===== src/rtl/rbb_pkg.sv =====
package rbb_pkg;
    typedef enum logic [1:0] {
        MODE_SLEEP = 2'b00,
        MODE_TX    = 2'b01,
        MODE_RX    = 2'b10,
        MODE_IDLE2 = 2'b11
    } mode_e;

    localparam int unsigned BYTE_W = 8;
endpackage


===== src/rtl/rbb_fifo.sv =====
module rbb_fifo
    import rbb_pkg::*;
#(
    parameter int unsigned STEP = 16,
    localparam int unsigned MAX_DEPTH = 4 * STEP,
    localparam int unsigned AW = $clog2(MAX_DEPTH),
    localparam int unsigned CW = $clog2(MAX_DEPTH + 1)
) (
    input  logic              clk,
    input  logic              rst_n,
    input  logic [1:0]        depth_sel,
    input  logic              push,
    input  logic [BYTE_W-1:0] wdata,
    input  logic              pop,
    output logic [BYTE_W-1:0] rdata,
    output logic              empty,
    output logic              full,
    output logic [CW-1:0]     count,
    output logic              overflow,
    output logic              underflow
);
    typedef struct packed {
        logic [AW-1:0] wr;
        logic [AW-1:0] rd;
        logic [CW-1:0] cnt;
        logic [1:0]    sel;
        logic          ovf;
        logic          unf;
    } fifo_st_t;

    fifo_st_t st_d, st_q;
    logic [BYTE_W-1:0] mem_q [MAX_DEPTH];
    logic [CW-1:0] cap;
    logic do_push, do_pop;

    always_comb begin
        st_d    = st_q;
        cap     = CW'((32'(st_q.sel) + 32'd1) * STEP);
        do_push = push && (st_q.cnt != cap);
        do_pop  = pop && (st_q.cnt != '0);
        if (push && !do_push) st_d.ovf = 1'b1;
        if (pop && !do_pop)   st_d.unf = 1'b1;
        if (do_push) st_d.wr = (st_q.wr == AW'(cap - 1'b1)) ? '0 : st_q.wr + 1'b1;
        if (do_pop)  st_d.rd = (st_q.rd == AW'(cap - 1'b1)) ? '0 : st_q.rd + 1'b1;
        st_d.cnt = st_q.cnt + CW'(do_push) - CW'(do_pop);
        st_d.sel = depth_sel;
        if (depth_sel != st_q.sel) begin
            st_d.wr  = '0;
            st_d.rd  = '0;
            st_d.cnt = '0;
        end
    end

    always_ff @(posedge clk or negedge rst_n) begin
        if (!rst_n) st_q <= '0;
        else        st_q <= st_d;
    end

    always_ff @(posedge clk) begin
        if (do_push) mem_q[st_q.wr] <= wdata;
    end

    assign rdata     = (st_q.cnt == '0) ? '0 : mem_q[st_q.rd];
    assign empty     = (st_q.cnt == '0);
    assign full      = (st_q.cnt == cap);
    assign count     = st_q.cnt;
    assign overflow  = st_q.ovf;
    assign underflow = st_q.unf;
endmodule


===== src/rtl/rbb_host_port.sv =====
module rbb_host_port
    import rbb_pkg::*;
(
    input  logic              clk,
    input  logic              rst_n,
    input  logic              write_mode,
    input  logic              spi_csn,
    input  logic              spi_sck,
    input  logic              spi_mosi,
    input  logic [BYTE_W-1:0] fifo_rdata,
    output logic              pop,
    output logic              push,
    output logic [BYTE_W-1:0] wdata,
    output logic              spi_miso,
    output logic              spi_miso_oe
);
    typedef struct packed {
        logic [1:0]        csn_sy;
        logic              csn_prev;
        logic [1:0]        sck_sy;
        logic              sck_prev;
        logic [1:0]        mosi_sy;
        logic [BYTE_W-1:0] sh;
        logic [3:0]        bits;
        logic              active;
    } host_st_t;

    host_st_t st_d, st_q;
    logic csn_s, sck_s, mosi_s, csn_fall, sck_rise, sck_fall;

    always_comb begin
        st_d          = st_q;
        pop           = 1'b0;
        push          = 1'b0;
        csn_s         = st_q.csn_sy[1];
        sck_s         = st_q.sck_sy[1];
        mosi_s        = st_q.mosi_sy[1];
        csn_fall      = !csn_s && st_q.csn_prev;
        sck_rise      = sck_s && !st_q.sck_prev;
        sck_fall      = !sck_s && st_q.sck_prev;
        wdata         = {st_q.sh[BYTE_W-2:0], mosi_s};
        st_d.csn_sy   = {st_q.csn_sy[0], spi_csn};
        st_d.sck_sy   = {st_q.sck_sy[0], spi_sck};
        st_d.mosi_sy  = {st_q.mosi_sy[0], spi_mosi};
        st_d.csn_prev = csn_s;
        st_d.sck_prev = sck_s;

        if (csn_s) begin
            st_d.active = 1'b0;
            st_d.bits   = '0;
        end else if (csn_fall) begin
            st_d.active = 1'b1;
            st_d.bits   = '0;
            if (write_mode) begin
                st_d.sh = '0;
            end else begin
                pop     = 1'b1;
                st_d.sh = fifo_rdata;
            end
        end else if (st_q.active) begin
            if (sck_rise) begin
                st_d.bits = st_q.bits + 1'b1;
                if (write_mode) st_d.sh = wdata;
                if (st_q.bits == 4'd7) begin
                    st_d.active = 1'b0;
                    push        = write_mode;
                end
            end else if (sck_fall && !write_mode && st_q.bits != '0) begin
                st_d.sh = {st_q.sh[BYTE_W-2:0], 1'b0};
            end
        end
    end

    always_ff @(posedge clk or negedge rst_n) begin
        if (!rst_n) begin
            st_q          <= '0;
            st_q.csn_sy   <= 2'b11;
            st_q.csn_prev <= 1'b1;
        end else begin
            st_q <= st_d;
        end
    end

    assign spi_miso    = st_q.sh[BYTE_W-1];
    assign spi_miso_oe = !spi_csn && !write_mode;
endmodule


===== src/rtl/rbb_serial.sv =====
module rbb_serial
    import rbb_pkg::*;
#(
    parameter int unsigned DIV_W = 16
) (
    input  logic              clk,
    input  logic              rst_n,
    input  mode_e             mode,
    input  logic [DIV_W-1:0]  rate_div,
    input  logic [BYTE_W-1:0] fifo_rdata,
    input  logic              fifo_empty,
    input  logic              demod_bit,
    output logic              pop,
    output logic              push,
    output logic [BYTE_W-1:0] wdata,
    output logic              mod_bit,
    output logic              mod_valid,
    output logic              bit_strobe,
    output logic              tx_underrun
);
    typedef struct packed {
        logic [DIV_W-1:0]  div;
        mode_e             mode_q;
        logic [BYTE_W-1:0] sh;
        logic [2:0]        bits;
        logic              mod;
        logic              valid;
        logic              unr;
    } ser_st_t;

    ser_st_t st_d, st_q;
    logic tick;

    always_comb begin
        st_d  = st_q;
        pop   = 1'b0;
        push  = 1'b0;
        tick  = (st_q.div >= rate_div);
        wdata = {st_q.sh[BYTE_W-2:0], demod_bit};
        st_d.div = tick ? '0 : st_q.div + 1'b1;

        if (mode != st_q.mode_q) begin
            st_d.mode_q = mode;
            st_d.bits   = '0;
            st_d.valid  = 1'b0;
        end else if (tick) begin
            if (mode == MODE_TX) begin
                if (st_q.bits == '0) begin
                    if (!fifo_empty) begin
                        pop        = 1'b1;
                        st_d.mod   = fifo_rdata[BYTE_W-1];
                        st_d.sh    = {fifo_rdata[BYTE_W-2:0], 1'b0};
                        st_d.bits  = 3'd7;
                        st_d.valid = 1'b1;
                    end else begin
                        if (st_q.valid) st_d.unr = 1'b1;
                        st_d.valid = 1'b0;
                    end
                end else begin
                    st_d.mod  = st_q.sh[BYTE_W-1];
                    st_d.sh   = {st_q.sh[BYTE_W-2:0], 1'b0};
                    st_d.bits = st_q.bits - 1'b1;
                end
            end else if (mode == MODE_RX) begin
                st_d.sh   = wdata;
                st_d.bits = st_q.bits + 1'b1;
                push      = (st_q.bits == 3'd7);
            end
        end
    end

    always_ff @(posedge clk or negedge rst_n) begin
        if (!rst_n) begin
            st_q        <= '0;
            st_q.mode_q <= MODE_SLEEP;
        end else begin
            st_q <= st_d;
        end
    end

    assign mod_bit     = st_q.mod;
    assign mod_valid   = st_q.valid;
    assign bit_strobe  = tick;
    assign tx_underrun = st_q.unr;
endmodule


===== src/rtl/radio_byte_buffer.sv =====
module radio_byte_buffer
    import rbb_pkg::*;
#(
    parameter int unsigned STEP = 16,
    parameter int unsigned DIV_W = 16,
    localparam int unsigned CW = $clog2(4 * STEP + 1)
) (
    input  logic             clk,
    input  logic             rst_n,
    input  logic [1:0]       depth_sel,
    input  logic [1:0]       mode,
    input  logic [DIV_W-1:0] rate_div,
    input  logic [CW-1:0]    level_mark,
    input  logic             spi_csn,
    input  logic             spi_sck,
    input  logic             spi_mosi,
    output logic             spi_miso,
    output logic             spi_miso_oe,
    input  logic             demod_bit,
    output logic             mod_bit,
    output logic             mod_valid,
    output logic             bit_strobe,
    output logic             fifo_empty,
    output logic             fifo_full,
    output logic             level_hit,
    output logic             overflow,
    output logic             underflow,
    output logic             tx_underrun
);
    mode_e             mode_sel;
    logic              host_pop, host_push, ser_pop, ser_push;
    logic [BYTE_W-1:0] host_wdata, ser_wdata, fifo_rdata, fifo_wdata;
    logic [CW-1:0]     fifo_cnt;

    assign mode_sel   = mode_e'(mode);
    assign fifo_wdata = ser_push ? ser_wdata : host_wdata;

    rbb_fifo #(.STEP(STEP)) i_fifo (
        .clk       (clk),
        .rst_n     (rst_n),
        .depth_sel (depth_sel),
        .push      (host_push | ser_push),
        .wdata     (fifo_wdata),
        .pop       (host_pop | ser_pop),
        .rdata     (fifo_rdata),
        .empty     (fifo_empty),
        .full      (fifo_full),
        .count     (fifo_cnt),
        .overflow  (overflow),
        .underflow (underflow)
    );

    rbb_host_port i_host (
        .clk         (clk),
        .rst_n       (rst_n),
        .write_mode  (mode_sel == MODE_TX),
        .spi_csn     (spi_csn),
        .spi_sck     (spi_sck),
        .spi_mosi    (spi_mosi),
        .fifo_rdata  (fifo_rdata),
        .pop         (host_pop),
        .push        (host_push),
        .wdata       (host_wdata),
        .spi_miso    (spi_miso),
        .spi_miso_oe (spi_miso_oe)
    );

    rbb_serial #(.DIV_W(DIV_W)) i_serial (
        .clk         (clk),
        .rst_n       (rst_n),
        .mode        (mode_sel),
        .rate_div    (rate_div),
        .fifo_rdata  (fifo_rdata),
        .fifo_empty  (fifo_empty),
        .demod_bit   (demod_bit),
        .pop         (ser_pop),
        .push        (ser_push),
        .wdata       (ser_wdata),
        .mod_bit     (mod_bit),
        .mod_valid   (mod_valid),
        .bit_strobe  (bit_strobe),
        .tx_underrun (tx_underrun)
    );

    assign level_hit = (fifo_cnt >= level_mark);
endmodule


===== config.mk =====
export PLATFORM = sky130hd
export DESIGN_NAME = radio_byte_buffer
export DESIGN_NICKNAME = d
export VERILOG_FILES = /design/src/rtl/rbb_pkg.sv /design/src/rtl/rbb_fifo.sv /design/src/rtl/rbb_host_port.sv /design/src/rtl/rbb_serial.sv /design/src/rtl/radio_byte_buffer.sv
export SDC_FILE = /design/constraint.sdc
export NUM_CORES = 1
export LEC_CHECK = 0
export BUFFER_PORTS_ARGS = -buffer_cell sky130_fd_sc_hd__buf_2
export CORE_MARGIN = 2
export CORE_UTILIZATION = 60
export DETAILED_ROUTE_END_ITERATION = 7
export PLACE_DENSITY_LB_ADDON = 0.2
export SKIP_LAST_GASP = 1
export SYNTH_ARGS = -nofsm -noshare
export SYNTH_HDL_FRONTEND = slang
export SYNTH_HIERARCHICAL = 1
export SYNTH_SLANG_ARGS = --single-unit

===== constraint.sdc =====
create_clock -name clk -period 10.8 [get_ports clk]
set_clock_uncertainty 0.05 [all_clocks]
set_input_delay 2.16 -clock clk [delete_from_list [all_inputs] [get_ports clk]]
set_output_delay 2.16 -clock clk [all_outputs]
set_load 0.1 [all_outputs]

# Yosys cells after proc, flatten, opt, wreduce, memory -nomap -nowiden
# Memories as Yosys holds them, arrays and structs flattened.
# Cells that the tools add are included.
[word_totals] reg_bits=76 ramBits=512 out_inout_bits=11 word_cells=138 n_memories=1
[op_classes] addsub=10 magnitude_cmp=2 eq_ne=14 mux=47 n_bitwise=4 reduce_logical=39
[mem_list] name="i_fifo.mem_q" depth=64 width=8 read_ports=1 rd_ports_with_merged_regs=0 write_ports=1 line="rbb_fifo.sv:32" text="logic [BYTE_W-1:0] mem_q [MAX_DEPTH];"
[ops] op="2-to-1 mux 8 bit" n=6
[ops] op="2-to-1 mux 6 bit" n=5
[ops] op="2-to-1 mux 13 bit" n=2
[ops] op="2-to-1 mux 12 bit" n=2
[ops] op="2-to-1 mux 1 bit" n=23
[ops] op="2-to-1 mux 11 bit" n=2
[ops] op="2-to-1 mux 19 bit" n=1
[ops] op="adder 16 x 1 -> 16 bit, second input constant" n=1
[ops] op=">= comparator 16 bit" n=1
[ops] op="2-to-1 mux 16 bit" n=1
[ops] op="nonzero test 2 bit" n=7
[ops] op="adder 6 x 1 -> 6 bit, second input constant" n=2
[ops] op="equality test 6 bit" n=2
[ops] op="AND reduction 4 bit" n=3
[ops] op="nonzero test 3 bit" n=4
[ops] op="logical AND 1 bit" n=10
[ops] op="2-to-1 mux 5 bit" n=2
[ops] op="adder 7 x 1 -> 7 bit" n=1
[ops] op="equality test 7 bit" n=1
[ops] op=">= comparator 7 bit" n=1
[ops] op="zero test 1 bit" n=7
[ops] op="zero test 7 bit" n=1
[ops] op="inequality test 7 bit" n=1
[ops] op="nonzero test 7 bit" n=1
[ops] op="other kinds (24)" n=29

# Logic depth before layout (Yosys ltp)
# Gate-level depths: netlist of run 1.
[depth] ltp_word=11 depth_mapped=22

# Hierarchy
# The synthesis of run 1 kept the hierarchy.
[modules_own_cells] module="rbb_fifo" n_inst=1 cells_each=1131 area_per_inst_um2=21505.6
[modules_own_cells] module="rbb_serial" n_inst=1 cells_each=215 area_per_inst_um2=2158.3
[modules_own_cells] module="rbb_host_port" n_inst=1 cells_each=98 area_per_inst_um2=1101.1
[modules_own_cells] module="radio_byte_buffer" n_inst=1 cells_each=35 area_per_inst_um2=284.0

# Worst setup path after synthesis of run 1
# Ideal clock, no wire load.
[synth_path] path_type="input port to output port" from="input port level_mark[2]" to="output port level_hit" arrival_time_ns=4.179 setup_slack_ns=4.411 stages=6 cell_sequence="inv_1 -> ha_1 -> nand2_1 -> o21ai_1 -> nand4_1 -> a21oi_1"
[synth_via] elab_chain_len=1
[synth_lines] item="start: declaration" line="radio_byte_buffer.sv:13" text="input logic [CW-1:0] level_mark,"
[synth_lines] item=">= comparator 7 bit" line="radio_byte_buffer.sv:85" text="assign level_hit = (fifo_cnt >= level_mark);"
[synth_lines] item="end: declaration" line="radio_byte_buffer.sv:25" text="output logic level_hit,"
# No other way between the ends.

# Worst setup path in the final report of run 1
[layout_path] from="input port rate_div[15]" to="memory i_fifo.mem_q[58][4] (enable)"
[layout_via] elab_chain_len=7
[layout_lines] item="start: declaration" line="radio_byte_buffer.sv:12" text="input logic [DIV_W-1:0] rate_div,"
[layout_lines] item=">= comparator 16 bit" line="rbb_serial.sv:38" text="tick = (st_q.div >= rate_div);"
[layout_lines] item="2-to-1 mux 1 bit" line="rbb_serial.sv:46" text="end else if (tick) begin"
[layout_lines] item="2-to-1 mux 1 bit" line="rbb_serial.sv:42" text="if (mode != st_q.mode_q) begin"
[layout_lines] item="named net ser_push" line="radio_byte_buffer.sv:31" text="logic host_pop, host_push, ser_pop, ser_push;"
[layout_lines] item="OR 1 bit" line="radio_byte_buffer.sv:42" text=".push (host_push | ser_push),"
[layout_lines] item="logical AND 1 bit" line="rbb_fifo.sv:39" text="do_push = push && (st_q.cnt != cap);"
[layout_lines] item="2-to-1 mux 1 bit" line="rbb_fifo.sv:60" text="if (do_push) mem_q[st_q.wr] <= wdata;"
[layout_lines] item="2-to-1 mux 1 bit (implied by the code)" line="rbb_fifo.sv:60"
[layout_lines] item="end: declaration" line="rbb_fifo.sv:32"
# The timed path passes the listed nets, and every way through them passes these cells.

==> impl_metrics.ini, run 1 <==
[pwr]
power_frac_seq_pct = 49.4
p_per_area_nw_per_um2 = 196
power_leakage_nw = 9.22
pwr-share-clk_pct = 38.2
p_switching_mw = 1.31
combPwrFrac_pct = 12.3
ir_worst_vdd_uv = 135
p_int_mw = 4.03
p_sw_share_pct = 24.5

[run_status]
status = finished clean

[global_route]
grt.total_usage_pct = 24.9
met1_usage_pct = 35.3
antenna_found_initial = 0
use_met3_pct = 4.62
overflow = 0
grt_util_met2_pct = 39.3
top_usage_layer = met2
grt_max_degree = 77
grt_pass1_vias = 13300
grt_pass1_wl_um = 81100

[yosys]
yosysTopAreaCell = edfxtp_1
synth.top_cells.by_area = edfxtp_1 61%, mux4_2 9.3%, dfrtp_1 7.3%, mux2i_1 2.6%, ha_1 2.2%
synth_seq_cells = 588
ys.flop_type = edfxtp_1
synth_most_common_cell = edfxtp_1
syn_nets = 1557
syn-instance-count = 1479
ys_seq_area_share_pct = 69.0
syn-cell-area_um2 = 25000
synth_edf_count = 512
ys_types = 83
ys_warn_count = 6
ys_top_cells_by_count = 512 x edfxtp_1, 116 x nor2_1, 103 x mux4_2
async_flop_share_pct = 12.9
yosys.area.top_type_share_pct = 61.4
avgSynthCellArea_um2 = 16.9

[timing]
setup_viol = 0
tightest_slew_ps = 1100
period_minus_slack_ps = 7110
hold_viol = 0
rsz0062_at_grt = false
slew_headroom_pct = 25.8
timing.final.crit_share_pct = 65.9
finalSetupTns_ps = 0
final_max_slew_viol_count = 0
fmax_mhz = 141
hold_slack_ps = 300
finalWorstSetupSlack_ps = 3690

[setup_path]
worstPathMaxFanout = 12
critPathLaunchType = input port
critical_path_class = in2reg
cp.required_ps = 10980
regToRegSetupSlack_ps = 4930
arrival_ps = 7290
cp-end-kind = flip-flop

[place]
place_ws_ps = 3110
place_area_um2 = 25400
portBuffers = 43
detailed_place_hpwl_um = 32400
gp_congestion = 0.868

[floorplanning]
coreArea_um2 = 41000
dieHeight_um = 208
fp.dieW_um = 208
ioPinCount = 44
dieArea_um2 = 43400
num_rows = 74
start_util_pct = 61.1

[clocking]
clk_latency_ps = 600
clockBufferDepth = 3
cts_hold_buffers = 0
cts-htree-levels = 2
post_cts_buffers = 0
path_clk_slew_ps = 60
cts.repair.resized = 0
cts_root_buf = clkbuf_16
cts_tree = built
cts_buffers = 57
cts_sinks = 588

[routing]
wl_per_cell_um = 25.2
vias = 13200
wl_um = 52600
drc_errors = 0
dr.pass1.iters = 5
routed_via_density = 6.34
antenna_left = 0
drt_iter0_drc = 1604

[finish]
final-seq-area_um2 = 17300
fillers = 2707
drive_above_1_share_pct = 19.9
syn_to_final_growth_pct = 9.13
final_area_um2 = 27300
multi_input_area_um2 = 6930
fin_nets = 1586
antenna_cells = 0

[hold_path]
hold_class = reg2reg

[run]
drv_cap = 0
area by class of cell:
| class | count | share of cell area (%) |
|---|---|---|
| clock buffer | 71 | 5.52 |
| clock inverter | 31 | 1.54 |
| inverter | 48 | 0.659 |
| multi-input combinational | 753 | 25.3 |
| sequential | 588 | 63.2 |
| tap | 532 | 2.44 |
| timing repair buffer | 60 | 1.26 |
metal layers:
layer / part of all wire, % / routed length, µm / vias up
li1: - / - / 5797
met1: 40 / 21200 / 6710
met2: 48 / 25400 / 606
met3: 8.5 / 4470 / 87
met4: 2.9 / 1530 / 0
met5: 0 / 0 / -
worst paths after layout:
path                                    from                   to  cells after the start
setup reg to reg           i_serial/st_q[31]  i_fifo/mem_q[58][4]                     11
setup / recovery                rate_div[15]  i_fifo/mem_q[58][4]                     13
min in group asynchronous              rst_n      i_fifo/count[5]                      1
max in group asynchronous              rst_n      i_fifo/st_q[11]                      1
hold / removal               i_host/st_d[17]         i_host/sck_s                      0
hold reg to reg              i_host/st_d[17]         i_host/sck_s                      0
metrics by stage:
step / utilization (%) / power [mW] / instances
final: 66.6 / 5.35 / 2083
after detailed placement: 61.9 / 3.35 / 1981
after global placement: 61.9 / 3.33 / 1981
after floorplan: - / 3.17 / 1479
after global routing: 66.6 / 5.53 / 2083
after CTS: 66.6 / 5.38 / 2083
power by group through the flow:
| stage | clock [mW] | combinational [mW] | sequential, mW |
|---|---|---|---|
| 4_1_cts | 2.08 | 0.660 | 2.64 |
| 3_5_place_dp | 0 | 0.657 | 2.69 |
| 5_1_grt | 2.17 | 0.715 | 2.65 |
| 2_1_floorplan | 0 | 0.489 | 2.68 |
| 3_3_place_gp | 0 | 0.644 | 2.69 |
| 6_report | 2.04 | 0.660 | 2.64 |
worst max-delay path, stage by stage:
cell and delay (ps):
buf_2 80, inv_1 30, ha_1 320, nand4_1 160, nor3_2 340, a2bb2oi_1 250
and3_2 290, nor4b_2 720, or2_2 280, inv_1 80, a41oi_1 830, nand3_1 880
nor2_1 860
state kept, by name (all words and copies together), names as in the netlist:
| register | cells |
|---|---|
| i_host/sck_s | 1 |
| i_serial/mod_valid | 1 |
| i_serial/st_q | 22 |
| i_host/st_q | 7 |
| i_fifo/mem_q | 512 |
| i_fifo/overflow | 1 |
| i_host/csn_s | 1 |
| i_serial/mod_bit | 1 |
| i_host/st_d | 3 |
| i_fifo/st_q | 14 |
| i_host/spi_miso | 1 |
| i_fifo/underflow | 1 |
| i_serial/tx_underrun | 1 |
| i_serial/wdata | 7 |
| i_host/wdata | 8 |
| i_fifo/count | 7 |
placed cells by master (no fill, tap or decap), drive strengths merged, types with 4 or more instances in the layout:
cell type  instances
a21oi             41
bufinv            10
xor2              17
and3              12
nand3             38
clkbuf            71
o21ai             25
nand2b            13
mux2              34
edfxtp           512
a211oi            13
or2                4
nand4              8
o2bb2ai            5
a22oi             23
dfrtp             73
a22o               6
a21o               4
mux4             103
mux2i             66
a31oi              7
ha                44
buf               60
inv               48
xnor2             21
nor2             117
and2               5
nand2             52
o221ai             6
o22ai              7
nor2b             17
nor3              16
clkinv            18
or3                5
kinds of logic after synthesis:
group	share of synthesized area [%]
AND/OR/NAND/NOR	5.92
multiplexers	13.4
AO/OA/AOI/OAI	4.67
flip-flops	69.0
buffers and inverters	3.39
XOR/XNOR	1.33
adder cells (fa/ha/maj)	2.28
No activity file was read; power rests on OpenSTA's default activity.
==> run 2, diff against run 1 <==
--- a/config.mk
+++ b/config.mk
@@ -7,7 +7,7 @@
 export LEC_CHECK = 0
 export BUFFER_PORTS_ARGS = -buffer_cell sky130_fd_sc_hd__buf_2
 export CORE_MARGIN = 2
-export CORE_UTILIZATION = 60
+export CORE_UTILIZATION = 57
 export DETAILED_ROUTE_END_ITERATION = 7
 export PLACE_DENSITY_LB_ADDON = 0.2
 export SKIP_LAST_GASP = 1
==> constraint.sdc (replaced) <==
create_clock -name clk -period 6 [get_ports clk]
set_clock_uncertainty 0.05 [all_clocks]
set_input_delay 1.2 -clock clk [delete_from_list [all_inputs] [get_ports clk]]
set_output_delay 1.2 -clock clk [all_outputs]
set_load 0.1 [all_outputs]
==> run 2 against run 1 <==
  * Flip-flop and latch count did not move
  * First-iteration DRC count shrank 8.0%
  * Die area up 5.2%
  * Sequential power up 80%
  * Global-route usage grew 0.057 points
  * Worst hold slack improved by 0.87 ps
  * Sequential share of layout area decreased by 1.1 points
  * Non-clock buffer count rose by 39
  * Clock power is 88% higher
  * Critical path type unchanged
==> impl_metrics.ini, run 2 (synthesis results as in run 1) <==
[floorplanning]
start_util_pct = 57.9
coreArea_um2 = 43300
dieHeight_um = 214
fp.dieW_um = 214
num_rows = 76
dieArea_um2 = 45600
ioPinCount = 44

[global_route]
use_met3_pct = 3.76
grt_pass1_wl_um = 83900
grt_pass1_vias = 13500
grt.total_usage_pct = 25.0
top_usage_layer = met2
grt_util_met2_pct = 40.6
grt_max_degree = 77
overflow = 0
met1_usage_pct = 35.1
antenna_found_initial = 0

[finish]
syn_to_final_growth_pct = 11.1
fin_nets = 1626
largest_reg_flops = 512
drive_above_1_share_pct = 22.0
fillers = 3011
antenna_cells = 0
mostFrequentLayoutCell = edfxtp_1
regMostFlops = i_fifo/mem_q
top_regs = i_fifo/mem_q: 512 flops, i_serial/st_q: 22 flops, i_fifo/st_q: 14 flops
layout_common_cells = 512 x edfxtp_1, 116 x nor2_1, 103 x mux4_2, 71 x dfrtp_1, 66 x mux2i_1
fin_cells = 2179

[pwr]
p_per_area_nw_per_um2 = 351
ir_worst_vdd_uv = 242
total_power_mw = 9.77
power_leakage_nw = 9.48

[setup_path]
arrival_ps = 5300
critPathLaunchType = input port
critical_path_class = in2reg
worstPathMaxFanout = 5
cp-end-kind = flip-flop
cp.required_ps = 6480

[routing]
drt_iter0_drc = 1476
antenna_left = 0
wl_per_cell_um = 25.2
dr.pass1.iters = 5
drc_errors = 0
vias = 13500
wl_um = 54900
routed_via_density = 6.17

[timing]
period_minus_slack_ps = 4830
rsz0062_at_grt = false
final_max_slew_viol_count = 0
fmax_mhz = 207
slew_headroom_pct = 19.4
hold_viol = 0
setup_viol = 0
tightest_slew_ps = 1210
timing.final.crit_share_pct = 80.4
hold_slack_ps = 301
finalSetupTns_ps = 0

[clocking]
cts_sinks = 588
post_cts_buffers = 0
clockBufferDepth = 3
cts-htree-levels = 2
cts_hold_buffers = 0
cts.repair.resized = 0
cts_tree = built
cts_buffers = 58
path_clk_slew_ps = 60
cts_root_buf = clkbuf_16
clk_latency_ps = 600

[run]
drv_cap = 0

[hold_path]
hold_class = reg2reg

[place]
gp_congestion = 0.844
detailed_place_hpwl_um = 34600
post-place-cells = 2073
portBuffers = 43

[run_status]
status = finished clean
==> run 2: cell types whose count changed in the layout (fill, tap and decap cells not counted), sizes merged <==
cell | before | now
clkbuf | 71 | 66
buf | 60 | 99
inv | 48 | 49
bufinv | 10 | 11
clkinvlp | 3 | 4
clkinv | 18 | 24
==> run 2: metrics by stage <==
stage	setup WS, ps	cell area, µm²	util, %
2_1_floorplan	790	25000	-
3_3_place_gp	671	25800	59.7
3_5_place_dp	590	25800	59.7
4_1_cts	1180	27800	64.3
5_1_grt	923	27800	64.3
6_report	1170	27800	64.3
==> run 2: final timing paths <==
kind	from	endpoint	slack (ps)	cells past startpoint
max	rate_div[1]	i_fifo/count[6]	1170	20
min	i_host/st_d[14]	i_host/wdata[0]	300	0
max reg2reg	i_serial/st_q[27]	i_fifo/count[6]	1410	18
min reg2reg	i_host/st_d[14]	i_host/wdata[0]	300	0
max in group asynchronous	rst_n	i_fifo/st_q[11]	4460	1
min in group asynchronous	rst_n	i_serial/st_q[23]	700	1
==> run 2: routing by layer <==
| metal | wire length, µm | vias up |
|---|---|---|
| met5 | 0 | - |
| met4 | 1560 | 0 |
| met3 | 4220 | 97 |
| met2 | 26800 | 594 |
| met1 | 22400 | 6884 |
| li1 | - | 5876 |
==> run 2: final cells by class <==
cell class                 count  area (µm²)  share of cell area, %
sequential                   588       17300                   62.1
clock inverter                40         480                   1.73
tap                          585         732                   2.63
inverter                      48         180                  0.647
clock buffer                  66        1550                   5.55
timing repair buffer          99         688                   2.47
multi-input combinational    753        6930                   24.9
==> run 2: power breakdown <==
group          leakage [nW]  total (mW)  switching [mW]  internal [mW]
clock                 0.982        3.83            1.52           2.31
sequential             5.69        4.76           0.101           4.66
combinational          2.81        1.18           0.783          0.401
==> run 2: worst max-delay path, stage by stage <==
cell and delay, ps:
buf_2 80, inv_1 40, ha_1 290, nor2b_1 130
o211a_1 230, o311ai_4 400, and3_2 310, nor3_1 70
or2_2 350, o21ai_0 270, inv_1 170, ha_1 320
inv_1 40, ha_1 190, fa_1 410, a21oi_1 140
o21bai_1 100, a21o_1 190, a21oi_1 170, mux2i_1 190
